$ cat src/rtl/txbb_align_pkg.sv
package txbb_align_pkg;

  typedef enum logic [2:0] {
    ST_WAIT_LOCK = 3'd0,
    ST_PHRST     = 3'd1,
    ST_WAIT_DONE = 3'd2,
    ST_ALIGNED   = 3'd3,
    ST_TXRST     = 3'd4
  } seq_state_e;

  function automatic int unsigned max3(input int unsigned a, input int unsigned b,
                                       input int unsigned c);
    int unsigned m;
    m = (a > b) ? a : b;
    return (m > c) ? m : c;
  endfunction

endpackage

$ cat src/rtl/txbb_done_sync.sv
module txbb_done_sync #(
  parameter int unsigned STAGES = 2
) (
  input  logic clk,
  input  logic rst_n,
  input  logic done_a,
  output logic done_lvl,
  output logic done_rise
);

  logic [STAGES-1:0] sync_q;
  logic [STAGES-1:0] sync_d;
  logic              last_q;

  always_comb begin
    sync_d = {sync_q[STAGES-2:0], done_a};
  end

  always_ff @(posedge clk or negedge rst_n) begin
    if (!rst_n) begin
      sync_q <= '0;
      last_q <= 1'b0;
    end else begin
      sync_q <= sync_d;
      last_q <= sync_q[STAGES-1];
    end
  end

  assign done_lvl  = sync_q[STAGES-1];
  assign done_rise = sync_q[STAGES-1] & ~last_q;

  // a detected edge lasts a single cycle
  a_r4_single_rise: assert property (@(posedge clk) disable iff (!rst_n)
    done_rise |=> !done_rise);

endmodule

$ cat src/rtl/txbb_event_merge.sv
module txbb_event_merge #(
  parameter int unsigned NUM_EV = 4
) (
  input  logic [NUM_EV-1:0] ev,
  output logic              trig
);

  logic [NUM_EV:0] chain;

  assign chain[0] = 1'b0;

  for (genvar i = 0; i < NUM_EV; i++) begin : g_or
    assign chain[i+1] = chain[i] | ev[i];
  end

  assign trig = chain[NUM_EV];

endmodule

$ cat src/rtl/txbb_err_ctr.sv
module txbb_err_ctr #(
  parameter int unsigned W = 8
) (
  input  logic         clk,
  input  logic         rst_n,
  input  logic         inc,
  output logic [W-1:0] cnt
);

  localparam logic [W-1:0] CNT_MAX = '1;

  logic [W-1:0] cnt_q;
  logic [W-1:0] cnt_d;
  logic         cnt_en;

  always_comb begin
    cnt_en = inc && (cnt_q != CNT_MAX);
    cnt_d  = cnt_q + 1'b1;
  end

  always_ff @(posedge clk or negedge rst_n) begin
    if (!rst_n) begin
      cnt_q <= '0;
    end else if (cnt_en) begin
      cnt_q <= cnt_d;
    end
  end

  assign cnt = cnt_q;

  a_r9_saturate: assert property (@(posedge clk) disable iff (!rst_n)
    (cnt_q == CNT_MAX) |=> (cnt_q == CNT_MAX));

  a_r9_unit_step: assert property (@(posedge clk) disable iff (!rst_n)
    (cnt_q != $past(cnt_q)) |-> (cnt_q == $past(cnt_q) + 1'b1));

endmodule

$ cat src/rtl/txbb_align_seq.sv
module txbb_align_seq
  import txbb_align_pkg::*;
#(
  parameter int unsigned RST_CYC   = 16,
  parameter int unsigned TMO_CYC   = 65536,
  parameter int unsigned TXRST_CYC = 32,
  parameter int unsigned ERR_W     = 8
) (
  input  logic             clk,
  input  logic             rst_n,
  input  logic             ev_txrst,
  input  logic             ev_pllrst,
  input  logic             ev_refclk,
  input  logic             ev_rate,
  input  logic             pll_lock,
  input  logic             align_done_a,
  output logic             phdly_rst_o,
  output logic             tx_rst_o,
  output logic             aligned_o,
  output logic [ERR_W-1:0] err_cnt_o
);

  localparam int unsigned NUM_EV   = 4;
  localparam int unsigned MAX_SPAN = max3(RST_CYC, TMO_CYC, TXRST_CYC);
  localparam int unsigned CNT_W    = $clog2(MAX_SPAN + 1);
  localparam logic [CNT_W-1:0] RST_LAST   = CNT_W'(RST_CYC - 1);
  localparam logic [CNT_W-1:0] TMO_LAST   = CNT_W'(TMO_CYC - 1);
  localparam logic [CNT_W-1:0] TXRST_LAST = CNT_W'(TXRST_CYC - 1);

  logic done_lvl;
  logic done_rise;
  logic trig;
  logic viol;

  seq_state_e       st_q, st_d;
  logic [CNT_W-1:0] cnt_q, cnt_d;
  logic             cnt_en;

  txbb_done_sync #(.STAGES(2)) u_sync (
    .clk       (clk),
    .rst_n     (rst_n),
    .done_a    (align_done_a),
    .done_lvl  (done_lvl),
    .done_rise (done_rise)
  );

  txbb_event_merge #(.NUM_EV(NUM_EV)) u_evt (
    .ev   ({ev_rate, ev_refclk, ev_pllrst, ev_txrst}),
    .trig (trig)
  );

  txbb_err_ctr #(.W(ERR_W)) u_err (
    .clk   (clk),
    .rst_n (rst_n),
    .inc   (viol),
    .cnt   (err_cnt_o)
  );

  // next-state logic
  always_comb begin
    st_d = st_q;
    viol = 1'b0;
    unique case (st_q)
      ST_WAIT_LOCK: begin
        if (pll_lock) st_d = ST_PHRST;
      end
      ST_PHRST: begin
        if (trig)                   st_d = ST_WAIT_LOCK;
        else if (cnt_q == RST_LAST) st_d = ST_WAIT_DONE;
      end
      ST_WAIT_DONE: begin
        if (trig)           st_d = ST_WAIT_LOCK;
        else if (done_rise) st_d = ST_ALIGNED;
        else if (cnt_q == TMO_LAST) begin
          st_d = ST_TXRST;
          viol = 1'b1;
        end
      end
      ST_ALIGNED: begin
        if (trig) st_d = ST_WAIT_LOCK;
        else if (!done_lvl) begin
          st_d = ST_TXRST;
          viol = 1'b1;
        end
      end
      ST_TXRST: begin
        if (cnt_q == TXRST_LAST) st_d = ST_WAIT_LOCK;
      end
      default: st_d = ST_WAIT_LOCK;
    endcase
  end

  // interval counter: restarts on every state change, runs only in timed states
  always_comb begin
    cnt_en = (st_d != st_q) ||
             (st_q == ST_PHRST) || (st_q == ST_WAIT_DONE) || (st_q == ST_TXRST);
    cnt_d  = (st_d != st_q) ? '0 : cnt_q + 1'b1;
  end

  always_ff @(posedge clk or negedge rst_n) begin
    if (!rst_n) begin
      st_q <= ST_WAIT_LOCK;
    end else begin
      st_q <= st_d;
    end
  end

  always_ff @(posedge clk or negedge rst_n) begin
    if (!rst_n) begin
      cnt_q <= '0;
    end else if (cnt_en) begin
      cnt_q <= cnt_d;
    end
  end

  assign phdly_rst_o = (st_q == ST_PHRST);
  assign tx_rst_o    = (st_q == ST_TXRST);
  assign aligned_o   = (st_q == ST_ALIGNED);

  a_r2_lock_before_run: assert property (@(posedge clk) disable iff (!rst_n)
    $rose(phdly_rst_o) |-> $past(pll_lock));

  a_r3_event_clears_aligned: assert property (@(posedge clk) disable iff (!rst_n)
    (trig && !tx_rst_o) |=> !aligned_o);

  a_r5_aligned_from_edge: assert property (@(posedge clk) disable iff (!rst_n)
    $rose(aligned_o) |-> $past(done_rise));

  a_r6_violation_counted: assert property (@(posedge clk) disable iff (!rst_n)
    $rose(tx_rst_o) |-> ((err_cnt_o != $past(err_cnt_o)) || ($past(err_cnt_o) == '1)));

  a_r1_pulses_exclusive: assert property (@(posedge clk) disable iff (!rst_n)
    !(phdly_rst_o && (tx_rst_o || aligned_o)));

endmodule

$ cat config.mk
export PLATFORM = sky130hd
export DESIGN_NAME = txbb_align_seq
export DESIGN_NICKNAME = d
export VERILOG_FILES = /design/src/rtl/txbb_align_pkg.sv /design/src/rtl/txbb_done_sync.sv /design/src/rtl/txbb_event_merge.sv /design/src/rtl/txbb_err_ctr.sv /design/src/rtl/txbb_align_seq.sv
export SDC_FILE = /design/constraint.sdc
export NUM_CORES = 1
export LEC_CHECK = 0
export BUFFER_PORTS_ARGS = -buffer_cell sky130_fd_sc_hd__clkbuf_2
export CORE_MARGIN = 1.5
export CORE_UTILIZATION = 45
export DETAILED_ROUTE_END_ITERATION = 8
export GPL_TIMING_DRIVEN = 0
export PLACE_DENSITY = 0.76
export SETUP_SLACK_MARGIN = 0.4
export SLEW_MARGIN = 20
export SYNTH_ARGS = -nofsm -noshare
export SYNTH_HDL_FRONTEND = slang
export SYNTH_HIERARCHICAL = 1
export SYNTH_SLANG_ARGS = --single-unit
$ cat constraint.sdc
create_clock -name clk -period 3.9 [get_ports clk]
set_clock_uncertainty 0.05 [all_clocks]
set_input_delay 0.78 -clock clk [delete_from_list [all_inputs] [get_ports clk]]
set_output_delay 0.78 -clock clk [all_outputs]
set_load 0.03 [all_outputs]
## Yosys cells after proc, flatten, opt, wreduce, memory -nomap -nowiden

Cells that the tools add are included.

| storage, ports and cells | value |
|---|---|
| register bits after elaboration | 31 |
| input bits | 8 |
| output and inout bits | 11 |
| logic and storage cells | 43 |

| cells by class | value |
|---|---|
| add/sub/neg operators | 2 |
| equality and inequality tests | 9 |
| muxes and demuxes | 17 |
| bitwise operators | 5 |
| reductions and logical operators | 5 |

Operators by type and width:

| cell | number |
|---|---|
| $mux 3 | 9 |
| $add 17x1->17 const B | 1 |
| $eq 17x16->1 const B | 1 |
| $eq 17x4->1 const B | 1 |
| $eq 17x5->1 const B | 1 |
| $mux 17 | 1 |
| $pmux 3 s5 | 1 |
| $add 8x1->8 const B | 1 |
| $ne 8x8->1 const B | 1 |
| $eq 3x2->1 const B | 2 |
| $mux 1 | 5 |
| $eq 3x1->1 const B | 1 |
| $eq 3x3->1 const B | 1 |
| $logic_not 3->1 | 1 |
| $logic_or 1x1->1 | 3 |
| $ne 3x3->1 | 1 |
| $or 1x1->1 | 3 |
| $pmux 1 s2 | 1 |
| $and 1x1->1 | 1 |
| $logic_and 1x1->1 | 1 |
| $not 1->1 | 1 |

## Longest topological paths before layout

| logic depth | value |
|---|---|
| depth after elaboration | 9 |
| gate-level depth with buffers | 11 |
| depth with buffers taken out | 11 |

## By module

Netlist, hierarchy kept.

By module, submodules not included:

| module | instances | cells an instance | area each (um2) | sequential area each (um2) |
|---|---|---|---|---|
| txbb_align_seq | 1 | 137 | 1248.7 | 500.5 |
| txbb_err_ctr | 1 | 34 | 407.9 | 200.2 |
| txbb_done_sync | 1 | 4 | 88.8 | 75.1 |
| txbb_event_merge | 1 | 1 | 7.5 | 0.0 |

## Worst setup path before layout

Ideal clock, no wire load.

| path | value |
|---|---|
| kind | flip-flop to flip-flop |
| from | register cnt_q[4] |
| to | register u_err.cnt_q[5], in the netlist u_err/cnt[5] |
| library setup time | 0.125 ns |
| arrival time | 2.562 ns |
| required time | 3.725 ns |
| setup slack | 1.163 ns |
| cell stages (with the launch flop) | 11 |
| path buffers | 0 |
| period minus slack after synthesis | 2.737 ns |
| cell sequence | dfrtp_1 and4_1 nand4_1 nor3_1 ha_1 or3b_2 nand2_1 and3_1 and4_4 nand3_2 mux2_4 |

| between the ends | value |
|---|---|
| cells in the longest elaborated chain, start to end | 6 |

Ends and longest elaborated chain:

| item | line | source |
|---|---|---|
| start, declared | txbb_align_seq.sv:36 | `logic [CNT_W-1:0] cnt_q, cnt_d;` |
| start signal, assigned | txbb_align_seq.sv:112 | `cnt_q <= cnt_d;` |
| $eq 17x16->1 | txbb_align_seq.sv:74 | `else if (cnt_q == TMO_LAST) begin` |
| $mux 1 | txbb_align_seq.sv:74 |  |
| $mux 1 | txbb_align_seq.sv:73 | `else if (done_rise) st_d = ST_ALIGNED;` |
| $mux 1 | txbb_align_seq.sv:72 | `if (trig) st_d = ST_WAIT_LOCK;` |
| $pmux 1 s2 | txbb_align_seq.sv:63 | `unique case (st_q)` |
| via viol | txbb_align_seq.sv:33 | `logic viol;` |
| $logic_and 1x1->1 | txbb_err_ctr.sv:17 | `cnt_en = inc && (cnt_q != CNT_MAX);` |
| end signal, assigned | txbb_err_ctr.sv:25 | `cnt_q <= cnt_d;` |
| end, declared | txbb_err_ctr.sv:12 | `logic [W-1:0] cnt_q;` |

The timed path passes the listed nets, and every way through them passes these cells.
A chain may end at the register's enable or synchronous reset.

## Worst setup path after layout

| path | value |
|---|---|
| from | register cnt_q[0] |
| to | register u_err.cnt_q[5], in the netlist u_err/cnt[5] |

Same word-level chain as after synthesis.

==> metrics.yaml <==
power_and_ir_drop:
  power_uw: 831
  power_density_nw_per_um2: 415
  netSwitchingFraction: 0.310
  clock_power_share: 0.335
  seqPwrFrac: 0.431
  ir_drop_mv: 0.193
  p_switching_uw: 258
  intPower_uw: 573
  p_leak_uw: 0.000863
  p_comb_frac: 0.233
synthesis:
  syn_area_per_cell_um2: 9.96
  netlist_area_um2: 1750
  synth_ff_type: "dfrtp_1"
  synth_cell_types: 52
  synth.net_count: 187
  synth_edf_count: 0
  ys_seq_area_frac: 0.443
  async_flop_share: 1.00
  ys_warn_count: 6
  netlist_instances: 176
  ys_seq_elements: 31
sta:
  drv_slew: 0
  slew-limit-headroom: 0.488
  finalHoldViolations: 0
  rsz0062_at_grt: "false"
  fin_crit_sh: 0.778
  setup_slack_ns: 0.866
  setup_viol: 0
  setup_tns_ns: 0
  min_period_ns: 3.03
  fmax_mhz: 330
  worst_pin_slew_ns: 0.768
die:
  initial_utilization: 0.475
  rows: 22
  chipHeight_um: 65.4
  dieArea_um2: 4280
  die_width_um: 65.4
  ios: 19
  core_um2: 3690
final_layout:
  final_common_cell: "dfrtp_1"
  mostFrequentLayoutCells: "dfrtp_1 (31), nor2_1 (28), clkbuf_2 (18), xnor2_1 (13), nand2_1 (11)"
  fin_util: 0.543
  num_antenna_cells: 0
  fin_area_um2: 2000
  area_growth_pct: 14.3
  drive_above_1_share: 0.218
  nNetsFinal: 212
placed_design:
  place_congestion: 0.878
  post_dp_cell_area_um2: 1900
  io_buffers: 18
  dp_hpwl_mm: 2.42
  place_ws_ns: 0.919
cts:
  cts.clk_slew.worst_paths_ns: 0.07
  cts_tree: "built"
  htreeDepth: 2
  numClockSinks: 31
  cts_setup_buffers: 0
  cts_resized: 0
  clkLatencyLatePin_ns: 0.28
  cts_hold_buf: 0
  numCtsBuffers: 5
  cts_root_buf: "clkbuf_8"
  clock_path_buffers: 2
drt:
  drc_errors: 0
  drt_iter0_drc: 68
  firstDrtPassIters: 4
  vias_per_cell: 5.52
  routedWlPerCell_um: 14.2
  routed_wl_mm: 3.56
  vias: 1379
  antenna_left: 0
global_routing:
  grt_max_degree: 32
  grt.overflow.total: 0
  grt_usage: 0.186
  antenna_found_initial: 0
  grt_pass1_wl_mm: 6.13
  first_global_vias: 1363
critical_path:
  setup.worst_path.start: "cnt_q[0]"
  cp_num_buf_inv: 0
  crit_chain: "ha_1 > and3_1 > nand2_1 > nor3_1 > ha_1 > or3b_2 > nand2_1 > and3_1 > and4_4 > nand3_2 > mux2_4"
  crit_slowest_cell: "or3b_2"
  arrival_ns: 3.15
  critPathCaptureType: "flip-flop"
  cpPeakStageDelay_ns: 0.48
  startpoint_type: "flip-flop"
  path_class: "flip-flop to flip-flop"
  worstPathMaxFanout: 6
  cpLargestDelayFamily: "simple AND/OR/NAND/NOR gates"
  cp.required_ns: 4.02
  worstReg2RegStart: "cnt_q[0]"
worst_hold_path:
  min_path_type: "flip-flop to flip-flop"
  hold_start: "u_sync/sync_q[0]"
job:
  maxCapViolCount: 0
run_status:
  status: "finished clean"
## worst register-to-register path: stages, from the launching register on
cell     delay, ns
dfrtp_1       0.41
ha_1          0.24
and3_1        0.24
nand2_1       0.07
nor3_1        0.14
ha_1          0.19
or3b_2        0.48
nand2_1       0.11
and3_1        0.30
and4_4        0.31
nand3_2       0.09
mux2_4        0.30
## synthesized netlist by cell type (2+ instances only)
master    number  area share
a31oi_1        2      0.0071
dfrtp_1       31        0.44
nand2_1       11       0.024
a41oi_1        2       0.010
or4_4          3       0.019
nor2_1        28       0.060
nand4_1        4       0.014
and4_1         2       0.010
ha_1           3       0.021
nor3b_1        2      0.0086
xnor2_1       13       0.065
xor2_1         5       0.025
buf_2          2      0.0057
nand2b_1       3       0.011
inv_1          6       0.013
o21a_1         3       0.013
and3_1         2      0.0071
o31ai_1        2      0.0086
o211ai_1       3       0.013
nand3_2        2       0.011
a21oi_1        3      0.0086
and2_1         2      0.0071
mux2i_1        2       0.011
nor3_1         6       0.017
nand3_1        7       0.020
## layout make-up
cell class,instances,area (um^2)
fillers,357,1690
well taps,48,60.1
clock buffers,8,100
flip-flops and latches,31,776
repair buffers,18,90.1
plain buffers,4,25.0
multi-input cells,135,930
inverters,6,22.5
## final timing paths
| check | end | slack [ns] | cells past startpoint |
|---|---|---|---|
| setup / recovery | u_err/cnt[5] | 0.87 | 11 |
| hold / removal | u_sync/sync_q[1] | 0.31 | 0 |
| setup reg to reg | u_err/cnt[5] | 0.87 | 11 |
| hold reg to reg | u_sync/sync_q[1] | 0.31 | 0 |
| max in group asynchronous | cnt_q[7] | 2.80 | 1 |
| min in group asynchronous | st_q[2] | 0.51 | 1 |
## layer usage
layer / vias up / share of wire / GRT usage
met5: - / 0 / 0
met4: 0 / 0.017 / 0.0781
met3: 8 / 0.042 / 0.0599
met1: 660 / 0.46 / 0.228
met2: 31 / 0.49 / 0.300
li1: 680 / - / -
## power groups by stage
stage          combinational, uW  clock (uW)  sequential, uW
3_5_place_dp                 192           0             363
2_1_floorplan                148           0             359
4_1_cts                      195         283             358
6_report                     194         279             358
5_1_grt                      217         297             360
3_3_place_gp                 189           0             362
## registers in the layout, summed over array words and instances (netlist names)
register and flops:
cnt_q 17, u_err/cnt 8, st_q 3, u_sync/sync_q 2, u_sync/last_q 1
## stage by stage
step           std cells  hold WS (ns)
3_5_place_dp         242         0.299
2_1_floorplan        176         0.281
3_3_place_gp         242         0.286
5_1_grt              250         0.329
4_1_cts              250         0.314
6_report             250         0.311
## cells by family after synthesis
kind of cell | Yosys count | synth area share
adder cells (fa/ha/maj) | 3 | 0.0214
XOR/XNOR | 18 | 0.0899
multiplexers | 4 | 0.0264
AND/OR/NAND/NOR | 83 | 0.274
AO/OA/AOI/OAI | 27 | 0.118
flip-flops | 31 | 0.443
buffers and inverters | 10 | 0.0271
Note: power is estimated with default switching activity, not from simulation.
